--- src/rtl/pwm8_pkg.sv ---
package pwm8_pkg;
   // compare field width fixes the period at 256 ticks
   localparam int CMP_W   = 8;
   localparam int PS_W    = 3;
   // field positions decoded by software
   localparam int CMP_LSB = 8;
   localparam int POL_BIT = 4;
   localparam int PS_LSB  = 0;
   localparam int SEL_BIT = 0;
   localparam int RUN_BIT = 0;
   // word addresses
   localparam int REG_GEN  = 0;
   localparam int REG_CFG  = 1;
   localparam int REG_SET  = 2;
   localparam int REG_CLR  = 3;
   localparam int REG_STAT = 4;

   typedef struct packed {
      logic             fast_sel;
      logic [CMP_W-1:0] cmp;
      logic             act_high;
      logic [PS_W-1:0]  ps;
   } pwm_cfg_t;
endpackage

--- src/rtl/pwm8_sync.sv ---
module pwm8_sync #(
   parameter int STAGES = 2
) (
   input  logic clk,
   input  logic rst_n,
   input  logic d,
   output logic q
);
   if (STAGES < 2) begin : g_bad_stages
      $error("pwm8_sync: STAGES must be at least 2");
   end

   logic [STAGES-1:0] chain;

   always_ff @(posedge clk or negedge rst_n) begin
      if (!rst_n) chain <= '0;
      else        chain <= {chain[STAGES-2:0], d};
   end

   assign q = chain[STAGES-1];
endmodule

--- src/rtl/pwm8_regs.sv ---
module pwm8_regs
   import pwm8_pkg::*;
#(
   parameter int DATA_W = 32,
   parameter int ADDR_W = 3
) (
   input  logic              clk,
   input  logic              rst_n,
   input  logic [ADDR_W-1:0] bus_addr,
   input  logic              bus_wr,
   input  logic [DATA_W-1:0] bus_wdata,
   output logic [DATA_W-1:0] bus_rdata,
   input  logic              status_in,
   output pwm_cfg_t          cfg_o,
   output logic              run_req_o
);
   if (DATA_W < CMP_LSB + CMP_W) begin : g_bad_data
      $error("pwm8_regs: DATA_W too narrow for the compare field");
   end
   if (ADDR_W < 3) begin : g_bad_addr
      $error("pwm8_regs: ADDR_W must reach address 4");
   end

   localparam logic [ADDR_W-1:0] A_GEN  = ADDR_W'(REG_GEN);
   localparam logic [ADDR_W-1:0] A_CFG  = ADDR_W'(REG_CFG);
   localparam logic [ADDR_W-1:0] A_SET  = ADDR_W'(REG_SET);
   localparam logic [ADDR_W-1:0] A_CLR  = ADDR_W'(REG_CLR);
   localparam logic [ADDR_W-1:0] A_STAT = ADDR_W'(REG_STAT);

   pwm_cfg_t cfg_q;
   logic     run_q;

   always_ff @(posedge clk or negedge rst_n) begin
      if (!rst_n) begin
         cfg_q <= '0;
         run_q <= 1'b0;
      end else if (bus_wr) begin
         case (bus_addr)
            A_GEN: cfg_q.fast_sel <= bus_wdata[SEL_BIT];
            A_CFG: begin
               cfg_q.cmp      <= bus_wdata[CMP_LSB +: CMP_W];
               cfg_q.act_high <= bus_wdata[POL_BIT];
               cfg_q.ps       <= bus_wdata[PS_LSB +: PS_W];
            end
            A_SET: if (bus_wdata[RUN_BIT]) run_q <= 1'b1;
            A_CLR: if (bus_wdata[RUN_BIT]) run_q <= 1'b0;
            default: ;
         endcase
      end
   end

   always_comb begin
      bus_rdata = '0;
      case (bus_addr)
         A_GEN: bus_rdata[SEL_BIT] = cfg_q.fast_sel;
         A_CFG: begin
            bus_rdata[CMP_LSB +: CMP_W] = cfg_q.cmp;
            bus_rdata[POL_BIT]          = cfg_q.act_high;
            bus_rdata[PS_LSB +: PS_W]   = cfg_q.ps;
         end
         A_STAT: bus_rdata[RUN_BIT] = status_in;
         default: ;
      endcase
   end

   assign cfg_o     = cfg_q;
   assign run_req_o = run_q;

   // a stop request always clears the run request
   assert_stop_clears_R8: assert property (@(posedge clk) disable iff (!rst_n)
      (bus_wr && bus_addr == A_CLR && bus_wdata[RUN_BIT]) |=> !run_q);
   // writes with the control bit clear leave the request alone
   assert_zero_write_R8: assert property (@(posedge clk) disable iff (!rst_n)
      (bus_wr && (bus_addr == A_SET || bus_addr == A_CLR) && !bus_wdata[RUN_BIT])
      |=> (run_q == $past(run_q)));
endmodule

--- src/rtl/pwm8_tickgen.sv ---
module pwm8_tickgen
   import pwm8_pkg::*;
#(
   parameter int SYNC_STAGES = 2,
   parameter int PS_MAX      = 6
) (
   input  logic            clk,
   input  logic            rst_n,
   input  logic            slow_clk,
   input  logic            run,
   input  logic            fast_sel,
   input  logic [PS_W-1:0] ps_sel,
   output logic            ptick
);
   if (PS_MAX < 1 || PS_MAX >= (1 << PS_W)) begin : g_bad_ps
      $error("pwm8_tickgen: PS_MAX out of range for the select field");
   end

   localparam int PRE_W = PS_MAX;

   logic             slow_s, slow_prev, src_tick;
   logic [PS_W-1:0]  ps_eff;
   logic [PRE_W-1:0] pre_cnt, pre_lim;

   pwm8_sync #(.STAGES(SYNC_STAGES)) u_slow_sync (
      .clk   (clk),
      .rst_n (rst_n),
      .d     (slow_clk),
      .q     (slow_s)
   );

   always_ff @(posedge clk or negedge rst_n) begin
      if (!rst_n) slow_prev <= 1'b0;
      else        slow_prev <= slow_s;
   end

   always_comb begin
      ps_eff   = (ps_sel > PS_W'(PS_MAX)) ? PS_W'(PS_MAX) : ps_sel;
      pre_lim  = PRE_W'((1 << ps_eff) - 1);
      src_tick = fast_sel | (slow_s & ~slow_prev);
      ptick    = run & src_tick & (pre_cnt == pre_lim);
   end

   always_ff @(posedge clk or negedge rst_n) begin
      if (!rst_n)        pre_cnt <= '0;
      else if (!run)     pre_cnt <= '0;
      else if (src_tick) pre_cnt <= (pre_cnt == pre_lim) ? '0 : pre_cnt + 1'b1;
   end

   // the divider count never passes the clamped limit
   assert_presc_range_R7: assert property (@(posedge clk) disable iff (!rst_n)
      run |-> (pre_cnt <= pre_lim));
   // the divider is held at zero while stopped
   assert_presc_idle_R11: assert property (@(posedge clk) disable iff (!rst_n)
      !run |=> (pre_cnt == '0));
endmodule

--- src/rtl/pwm8_engine.sv ---
module pwm8_engine
   import pwm8_pkg::*;
#(
   parameter int SYNC_STAGES = 2,
   parameter int PS_MAX      = 6
) (
   input  logic     clk,
   input  logic     rst_n,
   input  logic     slow_clk,
   input  logic     run,
   input  pwm_cfg_t cfg,
   output logic     pwm_out
);
   pwm_cfg_t         sh;
   logic [CMP_W-1:0] cnt;
   logic             ptick, out_q;

   pwm8_tickgen #(.SYNC_STAGES(SYNC_STAGES), .PS_MAX(PS_MAX)) u_tick (
      .clk      (clk),
      .rst_n    (rst_n),
      .slow_clk (slow_clk),
      .run      (run),
      .fast_sel (sh.fast_sel),
      .ps_sel   (sh.ps),
      .ptick    (ptick)
   );

   always_ff @(posedge clk or negedge rst_n) begin
      if (!rst_n) begin
         sh    <= '0;
         cnt   <= '0;
         out_q <= 1'b1;
      end else begin
         if (!run) begin
            sh  <= cfg;
            cnt <= '0;
         end else if (ptick) begin
            cnt <= cnt + 1'b1;
            if (cnt == '1) sh <= cfg;
         end
         if (!run) out_q <= ~cfg.act_high;
         else      out_q <= (cnt < sh.cmp) ? sh.act_high : ~sh.act_high;
      end
   end

   assign pwm_out = out_q;

   // the last tick of every period is inactive
   assert_never_full_R4: assert property (@(posedge clk) disable iff (!rst_n)
      (run && cnt == '1) |=> (pwm_out != $past(sh.act_high)));
   // settings in use only move at a period boundary
   assert_shadow_hold_R10: assert property (@(posedge clk) disable iff (!rst_n)
      (run && !(ptick && cnt == '1)) |=> $stable(sh));
   // the period counter is held at zero while stopped
   assert_cnt_idle_R11: assert property (@(posedge clk) disable iff (!rst_n)
      !run |=> (cnt == '0));
endmodule

--- src/rtl/pwm8_ctrl.sv ---
module pwm8_ctrl
   import pwm8_pkg::*;
#(
   parameter int DATA_W      = 32,
   parameter int ADDR_W      = 3,
   parameter int SYNC_STAGES = 2,
   parameter int PS_MAX      = 6
) (
   input  logic              clk,
   input  logic              rst_n,
   input  logic              slow_clk,
   input  logic [ADDR_W-1:0] bus_addr,
   input  logic              bus_wr,
   input  logic [DATA_W-1:0] bus_wdata,
   output logic [DATA_W-1:0] bus_rdata,
   output logic              pwm_out
);
   pwm_cfg_t cfg;
   logic     run_req, run_s;

   pwm8_regs #(.DATA_W(DATA_W), .ADDR_W(ADDR_W)) u_regs (
      .clk       (clk),
      .rst_n     (rst_n),
      .bus_addr  (bus_addr),
      .bus_wr    (bus_wr),
      .bus_wdata (bus_wdata),
      .bus_rdata (bus_rdata),
      .status_in (run_s),
      .cfg_o     (cfg),
      .run_req_o (run_req)
   );

   pwm8_sync #(.STAGES(SYNC_STAGES)) u_run_sync (
      .clk   (clk),
      .rst_n (rst_n),
      .d     (run_req),
      .q     (run_s)
   );

   pwm8_engine #(.SYNC_STAGES(SYNC_STAGES), .PS_MAX(PS_MAX)) u_engine (
      .clk      (clk),
      .rst_n    (rst_n),
      .slow_clk (slow_clk),
      .run      (run_s),
      .cfg      (cfg),
      .pwm_out  (pwm_out)
   );

   // status rises only for a request made SYNC_STAGES clocks earlier
   assert_status_rise_R9: assert property (@(posedge clk) disable iff (!rst_n)
      $rose(run_s) |-> $past(run_req, SYNC_STAGES));
   // status falls only for a stop made SYNC_STAGES clocks earlier
   assert_status_fall_R9: assert property (@(posedge clk) disable iff (!rst_n)
      $fell(run_s) |-> !$past(run_req, SYNC_STAGES));
endmodule

--- config.mk ---
export PLATFORM = sky130hd
export DESIGN_NAME = pwm8_ctrl
export DESIGN_NICKNAME = d
export VERILOG_FILES = /design/src/rtl/pwm8_pkg.sv /design/src/rtl/pwm8_sync.sv /design/src/rtl/pwm8_regs.sv /design/src/rtl/pwm8_tickgen.sv /design/src/rtl/pwm8_engine.sv /design/src/rtl/pwm8_ctrl.sv
export SDC_FILE = /design/constraint.sdc
export NUM_CORES = 1
export LEC_CHECK = 0
export ABC_CLOCK_PERIOD_IN_PS = 3300
export BUFFER_PORTS_ARGS = -buffer_cell sky130_fd_sc_hd__buf_4
export CAP_MARGIN = 20
export CELL_PAD_IN_SITES_DETAIL_PLACEMENT = 0
export CELL_PAD_IN_SITES_GLOBAL_PLACEMENT = 2
export CORE_UTILIZATION = 33
export CTS_CLUSTER_SIZE = 10
export DETAILED_ROUTE_END_ITERATION = 6
export GPL_TIMING_DRIVEN = 0
export PLACE_DENSITY = 0.9
export SYNTH_ARGS = -nofsm -noshare
export SYNTH_HDL_FRONTEND = slang
export SYNTH_HIERARCHICAL = 1
export SYNTH_SLANG_ARGS = --single-unit
--- constraint.sdc ---
create_clock -name clk -period 3.3 [get_ports clk]
set_input_delay 0.66 -clock clk [delete_from_list [all_inputs] [get_ports clk]]
set_output_delay 0.66 -clock clk [all_outputs]
set_load 0.1 [all_outputs]
==> results.cfg, run 1 <==
[finish]
final_area_um2 = 3210
num_antenna_cells = 0
fin_cells = 393
final_common_cell = buf_4
nets = 339
final_layout_size_suffix_gt1_frac = 0.357
syn2layout_area_growth_pct = 20.9
final_cell_mix = buf_4 (51), dfrtp_1 (46), mux2_4 (20), conb_1 (20), nand2_1 (15)
fillers = 779

[route]
first_pass_iters = 4
drtIter0Drc = 94
wl_mm = 4.72
via_count = 1764
drc_errors = 0
via_per_inst = 4.49
wl_per_cell_um = 12.0
ant_nets = 0

[pwr]
p_comb_frac = 0.336
p_int_mw = 1.16
cellPowerDensity_nw_per_um2 = 562
vdd_ir_drop_max_uv = 241
swShare = 0.357
pwr-share-clk = 0.227
power.leakage_nw = 1.53
seqPwrFrac = 0.437
p_switching_uw = 644

[floorplanning]
die_height_um = 91.7
die_area_um2 = 8420
ioPinCount = 72
core_um2 = 7770
chipWidth_um = 91.7
start_util = 0.342
rows = 32

[global_routing]
gr-total-overflow = 0
use_met3 = 0.0265
met1_usage = 0.172
grt_pass1_vias = 1762
grt.busiest_layer = met2
antenna_found_initial = 0
met2_usage = 0.192
grt_max_degree = 48
track_usage = 0.124
grt_pass1_wl_mm = 8.45

[status]
status = finished clean

[run]
max-cap-violations = 0

[timing]
drv_slew = 0
fin_skew_ps = 5.59
worstMarginPinSlew_ps = 591
final-hold-violation-count = 0
whs_ps = 355
rsz0062_at_grt = false
max_freq_mhz = 331
fin_crit_ps = 3020
maxSlewHeadroom = 0.606
min_period_over_period = 0.914
finalSetupViolations = 0

[synth]
yosysTopAreaCell = dfrtp_1
ys_async_sr_fraction = 1.00
netlist_instances = 234
synth_top_area_frac = 0.433
synth_enable_flop_cells = 0
synth_cell_types = 54
ys_ff_latch = 47
yosysSeqAreaShare = 0.443
netlist_area_um2 = 2660
yosysWarnings = 6
yosys-top-cells-area = dfrtp_1 (43%), mux2_4 (11%), buf_4 (5.6%)
syn_area_per_cell_um2 = 11.4
synth_ff_type = dfrtp_1

[clocking]
cts_tree = built
insertion_delay_ps = 290
cts_sinks = 47
cts_max_level = 2
cts_buffers = 5
clockBufferDepth = 2
cts.clk_slew.worst_paths_ps = 80
clock-root-buffer = clkbuf_8

[setup_path]
cp-start-kind = register
slowest_stage = dfrtp_1
cp.arrival_ps = 3200
cp_slowest_stage_delay_ps = 480
path_max_fanout = 10
path_cells = or3_2 > a211oi_1 > o22ai_2 > nor3_4 > and3_4 > nand4_4 > o21ai_4 > buf_12 > mux2_4
critical_path_required_ps = 3480
crit_type = reg2reg
end_kind = register

[placement]
dp_cells = 386
portBuffers = 31
place_congestion = 0.802
place_area_um2 = 3090
place_hpwl_mm = 3.42

[worst_hold_path]
hold_path.class = in2async
## cells in the mapped netlist, drive strengths merged, types with 4 or more instances
cell / count
o21ai: 16
inv: 9
nand3: 6
dfrtp: 46
ha: 9
nand2: 15
xor2: 4
mux2: 26
and2: 14
buf: 23
nor3: 5
nor2b: 4
and3: 4
nor2: 10
o211ai: 4
## power by group through the flow
stage	clock (mW)	sequential (mW)	combinational (mW)
final	0.411	0.788	0.607
after global routing	0.455	0.812	0.652
after CTS	0.429	0.790	0.604
after detailed placement	0	0.801	0.599
after global placement	0	0.795	0.597
after floorplan	0	0.797	0.478
## metrics by stage
step                      power (mW)  setup WS, ps  TNS (ps)  utilization
after floorplan                 1.28           403         0            -
final                           1.81           282         0        0.413
after global placement          1.39         -27.6      -251        0.398
after detailed placement        1.40         -61.3      -572        0.398
after CTS                       1.82           168         0        0.413
after global routing            1.92           112         0        0.413
## state kept, by name, indices dropped and copies added (netlist names)
signal,cells
u_regs/run_req_o,1
u_engine/sh,13
u_run_sync/chain,2
u_regs/cfg_o,13
u_engine/pwm_out,1
u_engine/u_tick/u_slow_sync/chain,2
u_engine/cnt,8
u_engine/u_tick/pre_cnt,6
u_engine/u_tick/slow_prev,1
## cell families after synthesis
family | Yosys count | share of synthesized area
flops | 47 | 0.443
other cells | 1 | 0.00141
buf+inv | 34 | 0.0885
simple gates | 78 | 0.180
mux | 27 | 0.142
compound gates | 31 | 0.0796
xor+xnor | 7 | 0.0231
fa+ha+maj | 9 | 0.0424
## metal layers
metal / vias up / share of wire
met1: 821 / 0.51
met5: - / 0
met4: 0 / 0.013
met2: 49 / 0.44
li1: 890 / -
met3: 4 / 0.041
## worst max-delay path, delay by kind of cell, from the launching register on
| kind | cells | cell delay, ps |
|---|---|---|
| DFF | 1 | 480 |
| and+or+nand+nor | 4 | 1140 |
| AOI/OAI and AO/OA | 3 | 790 |
| muxes | 1 | 300 |
| buffers and inverters | 1 | 190 |
## cell type report
cell class | count | area [um2] | area share
clock inverters | 2 | 37.5 | 0.0117
flip-flops and latches | 47 | 1180 | 0.367
well taps | 102 | 128 | 0.0397
inverters | 10 | 37.5 | 0.0117
multi-input cells | 172 | 1330 | 0.415
clock buffers | 5 | 68.8 | 0.0214
plain buffers | 24 | 198 | 0.0616
repair buffers | 31 | 233 | 0.0725
## repair_timing
| item | 4_1_cts | 5_1_grt |
|---|---|---|
| hold buffers | 0 | 0 |
| resized for setup | 1 | 1 |
| buffers inserted | 0 | 0 |
| gates cloned | 0 | 0 |
| setup endpoints to repair | 10 | 1 |
## worst paths after layout
kind,from,end,depth (start not counted),slack (ps)
worst max-delay path,u_engine/sh[2],u_engine/sh[5],9,280
worst min-delay path,rst_n,u_engine/cnt[2],1,350
worst max register to register,u_engine/sh[2],u_engine/sh[5],9,280
worst min register to register,u_engine/u_tick/u_slow_sync/chain[0],u_engine/u_tick/u_slow_sync/chain[1],0,360
max in group asynchronous,rst_n,u_engine/u_tick/pre_cnt[1],1,2530
min in group clk,u_engine/u_tick/u_slow_sync/chain[0],u_engine/u_tick/u_slow_sync/chain[1],0,360
Power figures use the tool's default switching activity.
==> run 2: changes to the inputs <==
--- a/config.mk
+++ b/config.mk
@@ -14,6 +14,7 @@
 export CTS_CLUSTER_SIZE = 10
 export DETAILED_ROUTE_END_ITERATION = 6
 export GPL_TIMING_DRIVEN = 0
+export MAX_ROUTING_LAYER = met4
 export PLACE_DENSITY = 0.9
 export SYNTH_ARGS = -nofsm -noshare
 export SYNTH_HDL_FRONTEND = slang
==> run 2 against run 1 <==
Sequential power hardly changed. Global-route usage is 0.43 points higher. Count of clock-buffer cells in the layout stayed put. Critical endpoint unchanged. Die area stayed put.
==> results.cfg, run 2 (synthesis gave the netlist of run 1 again) <==
[status]
status = finished clean

[clocking]
clock-root-buffer = clkbuf_8
cts.clk_slew.worst_paths_ps = 90
cts_buffers = 5
insertion_delay_ps = 300
cts_max_level = 2
cts-hold-fix-buffers = 0
clockBufferDepth = 2
cts_sinks = 47
cts_tree = built

[timing]
final-hold-violation-count = 0
maxSlewHeadroom = 0.604
drv_slew = 0
whs_ps = 352
rsz0062_at_grt = false
min_period_over_period = 0.915
fin_skew_ps = 6.15
fin_crit_ps = 3020
finalSetupViolations = 0
worstMarginPinSlew_ps = 594
max_freq_mhz = 331

[floorplanning]
start_util = 0.342
rows = 32
chipWidth_um = 91.7
die_height_um = 91.7
ioPinCount = 72
core_um2 = 7770
die_area_um2 = 8420

[pwr]
vdd_ir_drop_max_uv = 240
swShare = 0.359
pwr-share-clk = 0.230
p_switching_uw = 649
p_int_mw = 1.16
p_comb_frac = 0.335
cellPowerDensity_nw_per_um2 = 564
power.leakage_nw = 1.53
seqPwrFrac = 0.436
p_total_mw = 1.81

[setup_path]
reg2regPathDepth = 9
crit_buf_inv = 1
path_max_fanout = 10
cp.arrival_ps = 3210
end_kind = register
critical_path_required_ps = 3490
path_delay_family = simple AND/OR/NAND/NOR gates
crit_type = reg2reg
slowest_stage = dfrtp_1
timing.rr.start = u_engine/sh[2]
path_cells = or3_2 > a211oi_1 > o22ai_2 > nor3_4 > and3_4 > nand4_4 > o21ai_4 > buf_12 > mux2_4
cp_slowest_stage_delay_ps = 480
r2r_end = u_engine/sh[5]
r2r_slack_ps = 280
cp-start-kind = register

[placement]
dp_cells = 386
place_congestion = 0.813
portBuffers = 31
place_hpwl_mm = 3.42

[finish]
final_layout_size_suffix_gt1_frac = 0.357
fin_cells = 393
fillers = 779
final_common_cell = buf_4
num_antenna_cells = 0
final_cell_mix = buf_4 (51), dfrtp_1 (46), mux2_4 (20), conb_1 (20), nand2_1 (15)
nets = 339
syn2layout_area_growth_pct = 20.9

[route]
wl_mm = 4.73
wl_per_cell_um = 12.0
ant_nets = 0
via_count = 1758
first_pass_iters = 4
drc_errors = 0
drtIter0Drc = 98
via_per_inst = 4.47

[global_routing]
use_met3 = 0.0274
grt_pass1_vias = 1750
grt_pass1_wl_mm = 8.46
antenna_found_initial = 0
met2_usage = 0.191
track_usage = 0.129
gr-total-overflow = 0
grt_max_degree = 48
met1_usage = 0.174
grt.busiest_layer = met2

[worst_hold_path]
hold_path.class = in2async

[run]
max-cap-violations = 0
[run 2: stage by stage]
step                      instance area, um2  setup TNS, ps  utilization  setup slack [ps]
after floorplan                         2730              0            -               403
final                                   3210              0        0.413               279
after CTS                               3210              0        0.413               168
after global placement                  3090           -251        0.398             -27.6
after global routing                    3210              0        0.413               112
after detailed placement                3090           -572        0.398             -61.3
[run 2: cell type report]
cell class                 count  area, um2  area share
inverter                      10       37.5      0.0117
sequential                    47       1180       0.367
timing repair buffer          31        233      0.0725
clock inverter                 2       37.5      0.0117
tap                          102        128      0.0397
multi-input combinational    172       1330       0.415
clock buffer                   5       68.8      0.0214
buffer                        24        198      0.0616
[run 2: routing by layer]
layer  wire length [um]  share of wire
met3                154          0.033
met5                  0              0
met4                 77          0.016
met2               2060           0.44
met1               2440           0.52
[run 2: worst register-to-register path: stages (launching register included)]
cell	delay [ps]
dfrtp_1	480
or3_2	470
a211oi_1	330
o22ai_2	210
nor3_4	280
and3_4	270
nand4_4	130
o21ai_4	260
buf_12	190
mux2_4	310
[run 2: what timing repair did]
item / CTS / global route
setup endpoints to repair: 10 / 1
pin swaps: 0 / 0
gates resized for setup: 1 / 1
buffers inserted: 0 / 0
[run 2: power groups by stage]
stage | registers (mW) | clock network, mW | logic [mW]
after floorplan | 0.797 | 0 | 0.478
after global placement | 0.795 | 0 | 0.597
after detailed placement | 0.801 | 0 | 0.599
after CTS | 0.790 | 0.429 | 0.604
after global routing | 0.812 | 0.456 | 0.652
final | 0.789 | 0.416 | 0.606
[run 2: how the worst max path moves through the flow]
stage	from	end	depth (start not counted)
final	u_engine/sh[2]	u_engine/sh[5]	9
after global routing	u_engine/sh[2]	u_engine/sh[5]	9
after CTS	u_engine/sh[2]	u_engine/sh[4]	9
after detailed placement	u_engine/sh[2]	u_engine/sh[4]	9
after global placement	u_engine/sh[2]	u_engine/sh[3]	9
after floorplan	u_engine/sh[2]	u_engine/sh[11]	9
